$ cat src/rtl/scl_rate_pkg.sv
package scl_rate_pkg;
    typedef enum logic [1:0] {
        S_IDLE = 2'd0,
        S_LOW  = 2'd1,
        S_HIGH = 2'd2
    } scl_phase_e;

    localparam int OVH_BYPASS  = 4;
    localparam int OVH_DIVIDED = 3;
endpackage

$ cat src/rtl/scl_cfg_regs.sv
module scl_cfg_regs #(
    parameter int PRESC_W = 3,
    parameter int CNT_W   = 5,
    parameter int REG_W   = 8
) (
    input  logic               clk,
    input  logic               rst_n,
    input  logic               wr_mode,
    input  logic               wr_low,
    input  logic               wr_high,
    input  logic [REG_W-1:0]   wr_data,
    output logic [PRESC_W-1:0] presc_q,
    output logic [CNT_W-1:0]   lo_q,
    output logic [CNT_W-1:0]   hi_q,
    output logic [REG_W-1:0]   lo_rd,
    output logic [REG_W-1:0]   hi_rd
);
    localparam int KEY_BIT   = 3;
    localparam int PSEL_LSB  = 4;
    localparam int RSVD_W    = REG_W - CNT_W;

    logic [1:0]       we_vec;
    logic [CNT_W-1:0] cnt_q [2];
    logic [REG_W-1:0] rd_v  [2];
    logic             unused_msb;

    assign we_vec     = {wr_high, wr_low};
    assign unused_msb = wr_data[REG_W-1];

    // prescaler field accepted only with the key bit in the same write
    always_ff @(posedge clk) begin
        if (!rst_n)
            presc_q <= '0;
        else if (wr_mode && wr_data[KEY_BIT])
            presc_q <= wr_data[PSEL_LSB +: PRESC_W];
    end

    for (genvar g = 0; g < 2; g++) begin : g_cnt
        always_ff @(posedge clk) begin
            if (!rst_n)
                cnt_q[g] <= CNT_W'(1);
            else if (we_vec[g])
                cnt_q[g] <= (wr_data[CNT_W-1:0] == '0) ? CNT_W'(1)
                                                       : wr_data[CNT_W-1:0];
        end
        assign rd_v[g] = {{RSVD_W{1'b1}}, cnt_q[g]};
    end

    assign lo_q  = cnt_q[0];
    assign hi_q  = cnt_q[1];
    assign lo_rd = rd_v[0];
    assign hi_rd = rd_v[1];
endmodule

$ cat src/rtl/scl_prescaler.sv
module scl_prescaler #(
    parameter int PRESC_W = 3
) (
    input  logic               clk,
    input  logic               rst_n,
    input  logic               run,
    input  logic [PRESC_W-1:0] sel,
    output logic               tick
);
    localparam int DIV_W = (2 ** PRESC_W) - 1;

    logic [DIV_W-1:0] div_q;
    logic [DIV_W-1:0] mask;

    always_comb begin
        for (int i = 0; i < DIV_W; i++)
            mask[i] = (i < int'(sel));
    end

    assign tick = run && (div_q == mask);

    always_ff @(posedge clk) begin
        if (!rst_n || !run)
            div_q <= '0;
        else if (tick)
            div_q <= '0;
        else
            div_q <= div_q + DIV_W'(1);
    end
endmodule

$ cat src/rtl/scl_phase_fsm.sv
module scl_phase_fsm
    import scl_rate_pkg::*;
#(
    parameter int PRESC_W = 3,
    parameter int CNT_W   = 5
) (
    input  logic               clk,
    input  logic               rst_n,
    input  logic               enable,
    input  logic               tick,
    input  logic [PRESC_W-1:0] presc_reg,
    input  logic [CNT_W-1:0]   lo_reg,
    input  logic [CNT_W-1:0]   hi_reg,
    output logic [PRESC_W-1:0] sh_presc,
    output logic               run,
    output logic               scl_o,
    output logic               chg_stb,
    output logic               smp_stb
);
    localparam int LEN_W = CNT_W + 1;

    scl_phase_e       state_q, state_d;
    logic [LEN_W-1:0] ph_q, len_q;
    logic [PRESC_W-1:0] sh_presc_q;
    logic             last, load;

    function automatic logic [LEN_W-1:0] phase_len(input logic [CNT_W-1:0] cnt,
                                                   input logic [PRESC_W-1:0] psel);
        phase_len = LEN_W'(cnt) + ((psel == '0) ? LEN_W'(OVH_BYPASS) : LEN_W'(OVH_DIVIDED));
    endfunction

    assign last = (ph_q == len_q - LEN_W'(1));

    always_comb begin
        state_d = state_q;
        if (!enable) begin
            state_d = S_IDLE;
        end else begin
            unique case (state_q)
                S_IDLE: state_d = S_LOW;
                S_LOW:  if (tick && last) state_d = S_HIGH;
                S_HIGH: if (tick && last) state_d = S_LOW;
                default: state_d = S_IDLE;
            endcase
        end
    end

    always_ff @(posedge clk) begin
        if (!rst_n)
            state_q <= S_IDLE;
        else
            state_q <= state_d;
    end

    // shadow copies refreshed only at phase start
    assign load = enable && ((state_q == S_IDLE) || (tick && last));

    always_ff @(posedge clk) begin
        if (!rst_n) begin
            ph_q       <= '0;
            len_q      <= phase_len(CNT_W'(1), '0);
            sh_presc_q <= '0;
        end else begin
            if (!enable || state_q == S_IDLE)
                ph_q <= '0;
            else if (tick)
                ph_q <= last ? '0 : ph_q + LEN_W'(1);
            if (load) begin
                sh_presc_q <= presc_reg;
                len_q      <= phase_len((state_d == S_LOW) ? lo_reg : hi_reg, presc_reg);
            end
        end
    end

    always_comb begin
        sh_presc = sh_presc_q;
        run      = enable && (state_q != S_IDLE);
        scl_o    = (state_q != S_LOW);
        chg_stb  = tick && (state_q == S_LOW) && last;
        smp_stb  = tick && (state_q == S_HIGH) && (ph_q == (len_q >> 1));
    end
endmodule

$ cat src/rtl/scl_rate_gen.sv
module scl_rate_gen #(
    parameter int PRESC_W = 3,
    parameter int CNT_W   = 5,
    parameter int REG_W   = 8
) (
    input  logic               clk,
    input  logic               rst_n,
    input  logic               enable,
    input  logic               wr_mode,
    input  logic               wr_low,
    input  logic               wr_high,
    input  logic [REG_W-1:0]   wr_data,
    output logic [PRESC_W-1:0] presc_rd,
    output logic [REG_W-1:0]   lo_rd,
    output logic [REG_W-1:0]   hi_rd,
    output logic               tick,
    output logic               scl_o,
    output logic               sda_change_stb,
    output logic               sda_sample_stb
);
    logic [CNT_W-1:0]   lo_q, hi_q;
    logic [PRESC_W-1:0] sh_presc;
    logic               run;

    scl_cfg_regs #(.PRESC_W(PRESC_W), .CNT_W(CNT_W), .REG_W(REG_W)) u_regs (
        .clk     (clk),
        .rst_n   (rst_n),
        .wr_mode (wr_mode),
        .wr_low  (wr_low),
        .wr_high (wr_high),
        .wr_data (wr_data),
        .presc_q (presc_rd),
        .lo_q    (lo_q),
        .hi_q    (hi_q),
        .lo_rd   (lo_rd),
        .hi_rd   (hi_rd)
    );

    scl_prescaler #(.PRESC_W(PRESC_W)) u_presc (
        .clk   (clk),
        .rst_n (rst_n),
        .run   (run),
        .sel   (sh_presc),
        .tick  (tick)
    );

    scl_phase_fsm #(.PRESC_W(PRESC_W), .CNT_W(CNT_W)) u_fsm (
        .clk       (clk),
        .rst_n     (rst_n),
        .enable    (enable),
        .tick      (tick),
        .presc_reg (presc_rd),
        .lo_reg    (lo_q),
        .hi_reg    (hi_q),
        .sh_presc  (sh_presc),
        .run       (run),
        .scl_o     (scl_o),
        .chg_stb   (sda_change_stb),
        .smp_stb   (sda_sample_stb)
    );
endmodule

$ cat config.mk
export PLATFORM = sky130hd
export DESIGN_NAME = scl_rate_gen
export DESIGN_NICKNAME = d
export VERILOG_FILES = /design/src/rtl/scl_rate_pkg.sv /design/src/rtl/scl_cfg_regs.sv /design/src/rtl/scl_prescaler.sv /design/src/rtl/scl_phase_fsm.sv /design/src/rtl/scl_rate_gen.sv
export SDC_FILE = /design/constraint.sdc
export NUM_CORES = 1
export LEC_CHECK = 0
export BUFFER_PORTS_ARGS = -buffer_cell sky130_fd_sc_hd__buf_2
export CELL_PAD_IN_SITES_DETAIL_PLACEMENT = 0
export CELL_PAD_IN_SITES_GLOBAL_PLACEMENT = 1
export CORE_UTILIZATION = 38
export DETAILED_ROUTE_END_ITERATION = 16
export GPL_TIMING_DRIVEN = 0
export PLACE_DENSITY = 0.76
export SLEW_MARGIN = 20
export SYNTH_ARGS = -nofsm -noshare
export SYNTH_HDL_FRONTEND = slang
export SYNTH_SLANG_ARGS = --single-unit
$ cat constraint.sdc
create_clock -name clk -period 3.5 [get_ports clk]
set_clock_uncertainty 0.15 [all_clocks]
set_input_delay 0.175 -clock clk [delete_from_list [all_inputs] [get_ports clk]]
set_output_delay 0.175 -clock clk [all_outputs]
set_load 0.005 [all_outputs]
* Word level (Yosys, flattened, before mapping)
Memories as Yosys holds them, arrays and structs flattened.
Index checks and enable logic that the tools add are counted.
** Operators by class
- Order comparisons :: 7
- $add $sub $neg :: 4
- Mux-type cells :: 17
- Equal/unequal tests :: 7
- Bitwise operators :: 3
- Reduce and logical (&&, ||, !) cells :: 21
** Operator list (number)
- $mux W5 :: 4
- $logic_and A1 B1 Y1 :: 9
- $lt A3 B3 Y1 const A :: 3
- $add A7 B1 Y7 const B :: 1
- $eq A7 B7 Y1 :: 1
- $mux W1 :: 7
- $add A5 B6 Y6 :: 1
- $add A6 B1 Y6 const B :: 1
- $eq A6 B5 Y1 :: 1
- $eq A6 B6 Y1 :: 1
- $lt A1 B3 Y1 const A :: 2
- $lt A2 B3 Y1 const A :: 2
- $mux W2 :: 3
- $mux W6 :: 1
- $pmux W2 S3 :: 1
- $sub A6 B1 Y6 const B :: 1
- $logic_not A5 Y1 :: 1
- $eq A2 B1 Y1 const B :: 2
- $reduce_or A2 Y1 :: 2
- $logic_not A1 Y1 :: 3
- $logic_not A3 Y1 :: 1
- $logic_or A1 B1 Y1 :: 3
- $mux W3 :: 1
- $eq A2 B2 Y1 const B :: 1
- other kinds (5) :: 6
** Storage, ports and cells
- Flip-flop bits (word level) :: 27
- Logic and storage cells :: 66
- Memory bits (writable) :: 10
- Memories :: 1
** Memory list
- u_regs.cnt_q :: words 2, bits a word 5, read ports 2, clocked after Yosys merged registers in 0, write ports 2, line scl_cfg_regs.sv:23 : logic [CNT_W-1:0] cnt_q [2];

* Logic depth before layout (Yosys ltp)
Gate-level depths: netlist of the first run.
- Depth in word-level cells :: 10
- Depth in mapped cells :: 17
- Gate-level depth less buffers :: 16

* Cells and area by module
From an unflattened synthesis of the first run, not the netlist that was laid out.
** Unflattened totals
- Cell total of the unflattened synthesis :: 251
- Area, all modules :: 2318.5 sq um
** By module, submodules not included
- scl_phase_fsm :: sequential area each 340.3 sq um, times used 1, area each 1187.4 sq um, cells an instance 141
- scl_cfg_regs :: sequential area each 360.3 sq um, times used 1, area each 640.6 sq um, cells an instance 54
- scl_prescaler :: sequential area each 140.1 sq um, times used 1, area each 490.5 sq um, cells an instance 56

* Worst setup path after synthesis of the first run
Ideal clock, no wire load.
- Kind :: flip-flop to flip-flop
- Start point :: reg u_fsm.len_q[0]
- End point :: reg u_fsm.len_q[4]
- Setup time :: 0.085 ns
- Data required time :: 3.265 ns
- Buffers on the path :: 0
- Period minus slack after synthesis :: 3.736 ns
- Arrival :: 3.501 ns
- Slack :: -0.236 ns
- Stages on the path, launching flop included :: 16
- Path through :: dfxtp_1 > inv_1 > ha_1 > nand2b_1 > a311o_1 > a211oi_4 > and2_4 > mux2i_4 > mux2_4 > ha_1 > fa_1 > a21o_1 > nand2_1 > xnor2_1 > mux2i_1 > o31ai_2
** Between the ends
- Longest elaborated chain between the ends :: 9
- Elaborated cells on any way between the ends :: 12
- Those cells by class :: add/sub (2); eq/ne (2); mux (5); reduce/logical (3)
** Ends and longest elaborated chain
- start, declared :: line scl_phase_fsm.sv:23 : logic [LEN_W-1:0] ph_q, len_q;
- start signal, assigned :: line scl_phase_fsm.sv:61 : len_q <= phase_len(CNT_W'(1), '0);
- start signal, assigned :: line scl_phase_fsm.sv:70 : len_q <= phase_len((state_d == S_LOW) ? lo_reg : hi_reg, presc_reg);
- $sub A6 B1 Y6 (*) :: line scl_phase_fsm.sv:32 : assign last = (ph_q == len_q - LEN_W'(1));
- $eq A6 B6 Y1 (*) :: line scl_phase_fsm.sv:32
- $logic_and A1 B1 Y1 (*) :: line scl_phase_fsm.sv:41, scl_phase_fsm.sv:42, scl_phase_fsm.sv:56
- $mux W2, on equally long branches :: line scl_phase_fsm.sv:42, scl_phase_fsm.sv:41
- $pmux W2 S3 :: line scl_phase_fsm.sv:39 : unique case (state_q)
- $mux W2 :: line scl_phase_fsm.sv:36 : if (!enable) begin
- $eq A2 B1 Y1 :: line scl_phase_fsm.sv:70
- $mux W5 :: line scl_phase_fsm.sv:70
- $add A5 B6 Y6 :: line scl_phase_fsm.sv:29 : phase_len = LEN_W'(cnt) + ((psel == '0) ? LEN_W'(OVH_BYPASS) : LEN_W'(OVH_DIVIDED));
Mark *: on every way between the ends. The rest lies on a longest branch, timed or not.
A chain may end at the register's enable or synchronous reset.

* Worst setup path in the final report of the first run
- Start point :: reg u_fsm.sh_presc_q[0], in the netlist u_fsm.sh_presc[0]
- End point :: reg u_fsm.len_q[4]
** Between the ends
- Longest elaborated chain between the ends :: 10
- Elaborated cells on any way between the ends :: 19
- Those cells by class :: add/sub (1); order compare (7); eq/ne (2); mux (5); reduce/logical (4)
** Ends and longest elaborated chain
- start, declared :: line scl_phase_fsm.sv:24 : logic [PRESC_W-1:0] sh_presc_q;
- start signal, assigned :: line scl_phase_fsm.sv:69 : sh_presc_q <= presc_reg;
- $lt A1 B3 Y1 (tied with other cells) :: line scl_prescaler.sv:17 : mask[i] = (i < int'(sel));
- $eq A7 B7 Y1 (*) :: line scl_prescaler.sv:20 : assign tick = run && (div_q == mask);
- $logic_and A1 B1 Y1 (*) :: line scl_prescaler.sv:20
- $logic_and A1 B1 Y1 (*) :: line scl_phase_fsm.sv:41, scl_phase_fsm.sv:42, scl_phase_fsm.sv:56
- $mux W2, on equally long branches :: line scl_phase_fsm.sv:42, scl_phase_fsm.sv:41
- $pmux W2 S3 :: line scl_phase_fsm.sv:39
- $mux W2 :: line scl_phase_fsm.sv:36
- $eq A2 B1 Y1 :: line scl_phase_fsm.sv:70
- $mux W5 :: line scl_phase_fsm.sv:70
- $add A5 B6 Y6 :: line scl_phase_fsm.sv:29
Marked as above.

==> flow_summary_export.csv, run 1 <==
group,metric,value,unit
final_layout,final_area,2741,µm²
timing,period_share,103.5,%
timing,post-route-min-period,3624,ps
final_layout,final_cell_mix,"30 x buf_2, 26 x nor2_1, 21 x dfxtp_1",
final_layout,stdcell_count,362,
routing,post-route-drc-count,0,
routing,drt_iter0_markers,38,
synth,synthFlopType,"dfxtp_1",
final_layout,register_area,858.3,µm²
power_and_ir_drop,max-vdd-ir-drop,0.1952,mV
timing,postLayoutSetupSlackWorst,-123.6,ps
worst_hold_path,worst_hold_path_type,"in2reg",
synth,synth_edf_count,10,
run_status,violations,"setup timing",
worst_setup_path,endpoint_kind,"register",
global_route,grt_use_total,16.11,%
place,placed_area,2437,µm²
place,dp.cells,339,
die,rows,27,
die,floorplan.initialDensity,39.47,%
final_layout,diodes,0,
flow_run,drv_cap,0,
synth,syn_inst,233,
synth,synthArstFlopShare,0,%
final_layout,syn_to_final_growth,26.14,%
final_layout,layout_commonest_cell,"buf_2",
final_layout,layout.nets,310,
timing,slew_violations,0,
global_route,grt_pass1_wl,7590,µm
die,core,5507,µm²
final_layout,fillers,529,
timing,rsz0062_at_grt,"true",
synth,ys_types,50,
synth,ys_warn_count,0,
routing,ant_nets,0,
routing,wl_per_cell,12.76,µm
power_and_ir_drop,p_leak,1.174,nW
clocking,clk_path_buf_depth,2,
clocking,cts_made_buffers,5,
worst_setup_path,start_kind,"register",
global_route,antenna_found_initial,0,
timing,final-hold-violation-count,0,
die,fp.dieW,77.63,µm
routing,firstDrtPassIters,4,
run_status,status,"complete, but fails checks",
synth,ys_ff_latch,37,
routing,vias_per_cell,4.845,
worst_setup_path,criticalPathCategory,"reg2reg",
synth,syn_avg_cell_area,9.328,µm²
die,dieArea,6026,µm²
power_and_ir_drop,powerDensity,366.9,nW/µm²
place,dp.final_hpwl,3261,µm
clocking,cts.sinks,37,
place,io_buffers,29,
clocking,cts_tree,"yes",
clocking,clkTransAtPathRegs,90,ps
routing,wirelength,4620,µm
synth,yosysSeqAreaShare,38.69,%
timing,clock.fmax,0.2760,GHz
worst_setup_path,arrival,3690,ps
final_layout,drive_gt1_share,31.38,%
global_route,grt_overflow,0,
synth,synth_area,2173,µm²
clocking,htreeDepth,2,
timing,setup_viol,3,
routing,via_count,1754,
global_route,grt_pass1_vias,1646,
final_layout,multi_input_comb_area,1294,µm²
die,num_io_pins,37,
worst_setup_path,r2r_setup_slack,-120,ps
global_route,grt_start_max_net_pins,14,
place,gp_congestion,0.7247,
clocking,clockRootBuffer,"clkbuf_8",
die,die_h,77.63,µm
worst_setup_path,worstPathMaxFanout,6,
clocking,clk_latency,300,ps
worst_setup_path,crit_required,3570,ps
[flip-flops by register name (all words and copies together) (netlist names)]
signal and cells:
u_fsm.len_q 6, u_fsm.ph_q 6, u_regs.cnt_q 10, u_presc.div_q 7, u_regs.presc_q 3, u_fsm.state_q 2
u_fsm.sh_presc 3
[kinds of logic after synthesis]
kind of cell	count (synthesis)	synth area share, %
AND/OR/NAND/NOR	97	22.68
flip-flops	37	38.69
buffers and inverters	22	6.332
other	1	0.1725
adder cells (fa/ha/maj)	7	4.375
AO/OA/AOI/OAI	31	10.54
multiplexers	11	6.333
XOR/XNOR	27	10.88
[per-stage QoR]
step | setup WS [ps] | power, mW | TNS [ps] | util [%] | hold slack [ps]
after CTS | -93.38 | 0.9930 | -93.38 | 47.67 | 3.888
after floorplan | -152.4 | 0.6175 | -152.4 | - | 172.5
final | -123.6 | 1.006 | -205.0 | 49.78 | 5.461
after global routing | -300.1 | 1.064 | -696.8 | 49.78 | 10.01
after detailed placement | -443.3 | 0.6669 | -1178 | 44.26 | 288.8
after global placement | -417.0 | 0.6657 | -1231 | 44.26 | 285.6
[cell type report]
cell class	count	share of cell area [%]
repair buffers	45	10.04
multi-input cells	179	47.19
clock inverters	3	0.8215
clock buffers	5	2.510
inverters	8	1.369
plain buffers	13	3.469
flip-flops and latches	37	31.31
well taps	72	3.286
[worst paths after layout]
| kind | from | endpoint | cells past startpoint |
|---|---|---|---|
| setup / recovery | u_fsm.sh_presc[0]$_SDFFE_PN0P_ | u_fsm.len_q[4]$_SDFFE_PN0P_ | 16 |
| hold / removal | wr_data[4] | u_regs.presc_q[0]$_SDFFE_PN0P_ | 3 |
| setup reg to reg | u_fsm.sh_presc[0]$_SDFFE_PN0P_ | u_fsm.len_q[4]$_SDFFE_PN0P_ | 16 |
| hold reg to reg | u_presc.div_q[0]$_SDFF_PP0_ | u_presc.div_q[0]$_SDFF_PP0_ | 1 |
[worst max-delay path: stages, from the launching register on]
cell	delay [ps]
dfxtp_4	380
nor3_4	180
xor2_1	160
nand4_1	110
or3_1	410
buf_6	150
inv_8	40
and2_4	150
mux2i_4	280
mux2_4	340
ha_4	170
fa_2	340
a21o_1	220
nand2_2	90
xnor2_2	110
mux2i_1	100
o31ai_2	170
[synth_stat cells, types with 2 or more instances]
library cell,instances,share of area (%)
a21o_1,5,1.7
a21oi_1,9,2.1
and2_1,3,0.86
and3_1,9,2.6
buf_4,6,2.1
buf_6,3,1.6
clkbuf_1,3,0.52
dfxtp_1,27,25
edfxtp_1,10,14
ha_1,6,3.5
inv_1,6,1.0
mux2_4,3,2.1
mux2i_1,7,3.2
nand2_1,17,2.9
nand2b_1,7,2.0
nand3_1,12,2.8
nand4_1,4,1.2
nor2_1,26,4.5
nor2b_1,3,0.86
nor3_1,4,0.92
nor4_1,3,0.86
o211ai_1,3,1.0
o21ai_0,3,0.69
or2b_1,2,0.69
or3_1,2,0.58
xnor2_1,16,6.4
xor2_1,11,4.4
[power breakdown]
part	internal (mW)	leakage, nW	switching [mW]	total, mW
sequential	0.459	0.327	0.0209	0.480
clock	0.140	0.0364	0.171	0.311
combinational	0.112	0.810	0.103	0.215
total	0.711	1.17	0.295	1.01
[per-layer routing]
metal  up-vias  GRT usage (%)  part of all wire [%]
li1        911              -                     -
met1       816          19.62                    45
met2        23          27.26                    51
met3         4          4.588                   3.0
met4         0          5.094                   1.2
met5         -              0                     0
[timing repair]
| item | in CTS | in global routing |
|---|---|---|
| endpoints found under the setup margin | 5 | 3 |
| gates resized for setup | 5 | 18 |
| buffers inserted | 7 | 6 |
| endpoints found under the hold margin | 2 | 0 |
| gates cloned | 0 | 1 |
| pin swaps | 4 | 12 |
| hold buffers | 2 | 0 |
No activity file was read; power rests on OpenSTA's default activity.
==> run 2, diff against run 1 <==
--- a/config.mk
+++ b/config.mk
@@ -8,11 +8,11 @@
 export BUFFER_PORTS_ARGS = -buffer_cell sky130_fd_sc_hd__buf_2
 export CELL_PAD_IN_SITES_DETAIL_PLACEMENT = 0
 export CELL_PAD_IN_SITES_GLOBAL_PLACEMENT = 1
+export CORE_ASPECT_RATIO = 1.75
 export CORE_UTILIZATION = 38
 export DETAILED_ROUTE_END_ITERATION = 16
 export GPL_TIMING_DRIVEN = 0
 export PLACE_DENSITY = 0.76
-export SLEW_MARGIN = 20
 export SYNTH_ARGS = -nofsm -noshare
 export SYNTH_HDL_FRONTEND = slang
 export SYNTH_SLANG_ARGS = --single-unit
==> run 2 against run 1 <==
  * The flow still finishes with violations (setup timing)
  * Critical path depth unchanged
  * Fmax rose by 2.3%
  * Clock-buffer cell count unchanged
  * Wire length increased by 1.2%
  * Critical path type unchanged
  * Critical endpoint unchanged
  * Largest cell class unchanged
  * Largest power group unchanged
==> flow_summary_export.csv, run 2 (synthesized netlist as in run 1, its figures left out) <==
group,metric,value,unit
timing,slew_violations,0,
routing,drt_iter0_markers,48,
timing,post-route-min-period,3543,ps
clocking,cts.sinks,37,
timing,rsz0062_at_grt,"true",
worst_setup_path,endpoint_kind,"register",
clocking,htreeDepth,2,
die,dieArea,6037,µm²
power_and_ir_drop,power,0.9885,mW
worst_setup_path,r2r_setup_slack,-40,ps
power_and_ir_drop,sw_frac_of_total,28.77,%
routing,vias_per_cell,4.842,
power_and_ir_drop,clockPowerShare,30.9,%
routing,wirelength,4676,µm
routing,ant_nets,0,
worst_setup_path,reg2reg_from,"u_fsm.len_q[0]$_SDFFE_PN1P_",
final_layout,final_util,48.92,%
power_and_ir_drop,intPower,0.7041,mW
routing,via_count,1772,
die,floorplan.initialDensity,39.23,%
worst_setup_path,criticalPathCategory,"reg2reg",
die,num_io_pins,37,
global_route,grt_overflow,0,
timing,clock.fmax,0.2822,GHz
worst_setup_path,worstRegToRegCells,16,
final_layout,drive_gt1_share,29.31,%
final_layout,layout.nets,310,
clocking,clkTransAtPathRegs,80,ps
clocking,cts_made_buffers,5,
power_and_ir_drop,max-vdd-ir-drop,0.2867,mV
flow_run,drv_cap,0,
final_layout,regMostFlops,"u_regs.cnt_q",
timing,hold_ws,18.46,ps
clocking,clk_path_buf_depth,2,
worst_setup_path,crit_path_top_delay_cell,"dfxtp_4",
timing,period_share,101.2,%
timing,setup_viol,1,
final_layout,diodes,0,
final_layout,largest_reg_flops,10,
die,fp.dieW,59.17,µm
global_route,antenna_found_initial,0,
final_layout,layout_commonest_cell,"buf_2",
global_route,grt_start_max_net_pins,14,
worst_setup_path,critPathMaxStageDelay,340,ps
final_layout,fillers,565,
power_and_ir_drop,comb_power_share,20.5,%
global_route,grt_use_total,16.77,%
timing,final-hold-violation-count,0,
routing,firstDrtPassIters,4,
die,core,5540,µm²
global_route,grt_pass1_vias,1700,
worst_setup_path,worstPathMaxFanout,4,
worst_setup_path,worstReg2RegEnd,"u_fsm.len_q[4]$_SDFFE_PN0P_",
run_status,violations,"setup timing",
place,dp.final_hpwl,3449,µm
final_layout,final_cell_mix,"29 x buf_2, 26 x nor2_1, 22 x dfxtp_1",
worst_setup_path,start_kind,"register",
clocking,clockRootBuffer,"clkbuf_8",
final_layout,syn_to_final_growth,24.70,%
routing,wl_per_cell,12.78,µm
worst_setup_path,critPathCapture,"u_fsm.len_q[4]$_SDFFE_PN0P_",
die,rows,36,
worst_setup_path,arrival,3610,ps
routing,post-route-drc-count,0,
worst_setup_path,crit_required,3560,ps
power_and_ir_drop,powerDensity,364.7,nW/µm²
place,io_buffers,29,
global_route,grt_pass1_wl,7569,µm
worst_setup_path,path_cells,"inv_1 > ha_2 > nand2b_4 > a21oi_1 > a311o_1 > a211oi_4 > and2_4 > mux2i_4 > mux2_4 > ha_4 > fa_2 > a21o_1 > nand2_1 > xnor2_1 > mux2i_1 > o31ai_2",
worst_setup_path,critPathLaunch,"u_fsm.len_q[0]$_SDFFE_PN1P_",
final_layout,top_regs,"u_regs.cnt_q: 10 flops, u_presc.div_q: 7 flops",
power_and_ir_drop,p_leak,1.167,nW
worst_hold_path,worst_hold_path_type,"in2reg",
power_and_ir_drop,power.switching,0.2844,mW
timing,postLayoutSetupSlackWorst,-43.24,ps
power_and_ir_drop,p_seq_share,48.6,%
place,gp_congestion,0.7388,
run_status,status,"complete, but fails checks",
clocking,cts_tree,"yes",
die,die_h,102.0,µm
clocking,clk_latency,290,ps
-- run 2: worst min-delay path by stage --
stage	from	to	cells past startpoint
after global routing	enable	u_fsm.state_q[1]$_SDFF_PN0_	2
after CTS	wr_mode	u_regs.presc_q[2]$_SDFFE_PN0P_	3
after detailed placement	wr_data[6]	u_regs.presc_q[2]$_SDFFE_PN0P_	3
after floorplan	wr_data[6]	u_regs.presc_q[2]$_SDFFE_PN0P_	2
final	wr_mode	u_regs.presc_q[2]$_SDFFE_PN0P_	3
after global placement	wr_data[6]	u_regs.presc_q[2]$_SDFFE_PN0P_	3
-- run 2: layout make-up --
cell class | count | area (µm²) | share of cell area, %
sequential | 37 | 857.1 | 31.63
clock inverter | 3 | 22.52 | 0.8310
timing repair buffer | 46 | 285.3 | 10.53
inverter | 8 | 37.54 | 1.385
buffer | 12 | 83.83 | 3.093
multi-input combinational | 179 | 1260 | 46.49
tap | 76 | 95.09 | 3.509
clock buffer | 5 | 68.82 | 2.539
-- run 2: power groups by stage --
stage	combinational (mW)	sequential [mW]	clock (mW)
after floorplan	0.130	0.487	0
after global placement	0.174	0.492	0
after detailed placement	0.176	0.493	0
after CTS	0.202	0.481	0.311
after global routing	0.225	0.483	0.328
final	0.203	0.480	0.305
-- run 2: repair_timing --
item | 4_1_cts | 5_1_grt
buffers inserted | 11 | 4
hold buffers | 2 | 0
pin swaps | 11 | 8
gates resized for setup | 15 | 3
endpoints found under the hold margin | 2 | 0
setup endpoints to repair | 5 | 4
gates cloned | 0 | 0
-- run 2: worst max-delay path, delay by kind of cell, from the launching register on --
family | cells | cell delay, ps
compound gates | 5 | 970
mux | 3 | 730
fa+ha+maj | 3 | 690
simple gates | 3 | 410
flops | 1 | 340
xor+xnor | 1 | 110
buf+inv | 1 | 50
-- run 2: metrics by stage --
step	cell area (µm²)	instances	TNS, ps	setup WS, ps
3_3_place_gp	2442	343	-1277	-439.3
4_1_cts	2683	363	-88.40	-88.40
2_1_floorplan	2202	238	-152.4	-152.4
5_1_grt	2710	366	-494.0	-217.2
3_5_place_dp	2442	343	-1348	-472.6
6_report	2710	366	-43.24	-43.24
-- run 2: per-layer routing --
| metal | track usage (%) | wire length (µm) | part of all wire, % |
|---|---|---|---|
| met1 | 16.28 | 1706 | 36 |
| met2 | 33.30 | 2759 | 59 |
| met3 | 3.038 | 108 | 2.3 |
| met4 | 6.593 | 101 | 2.2 |
| met5 | 0 | 0 | 0 |
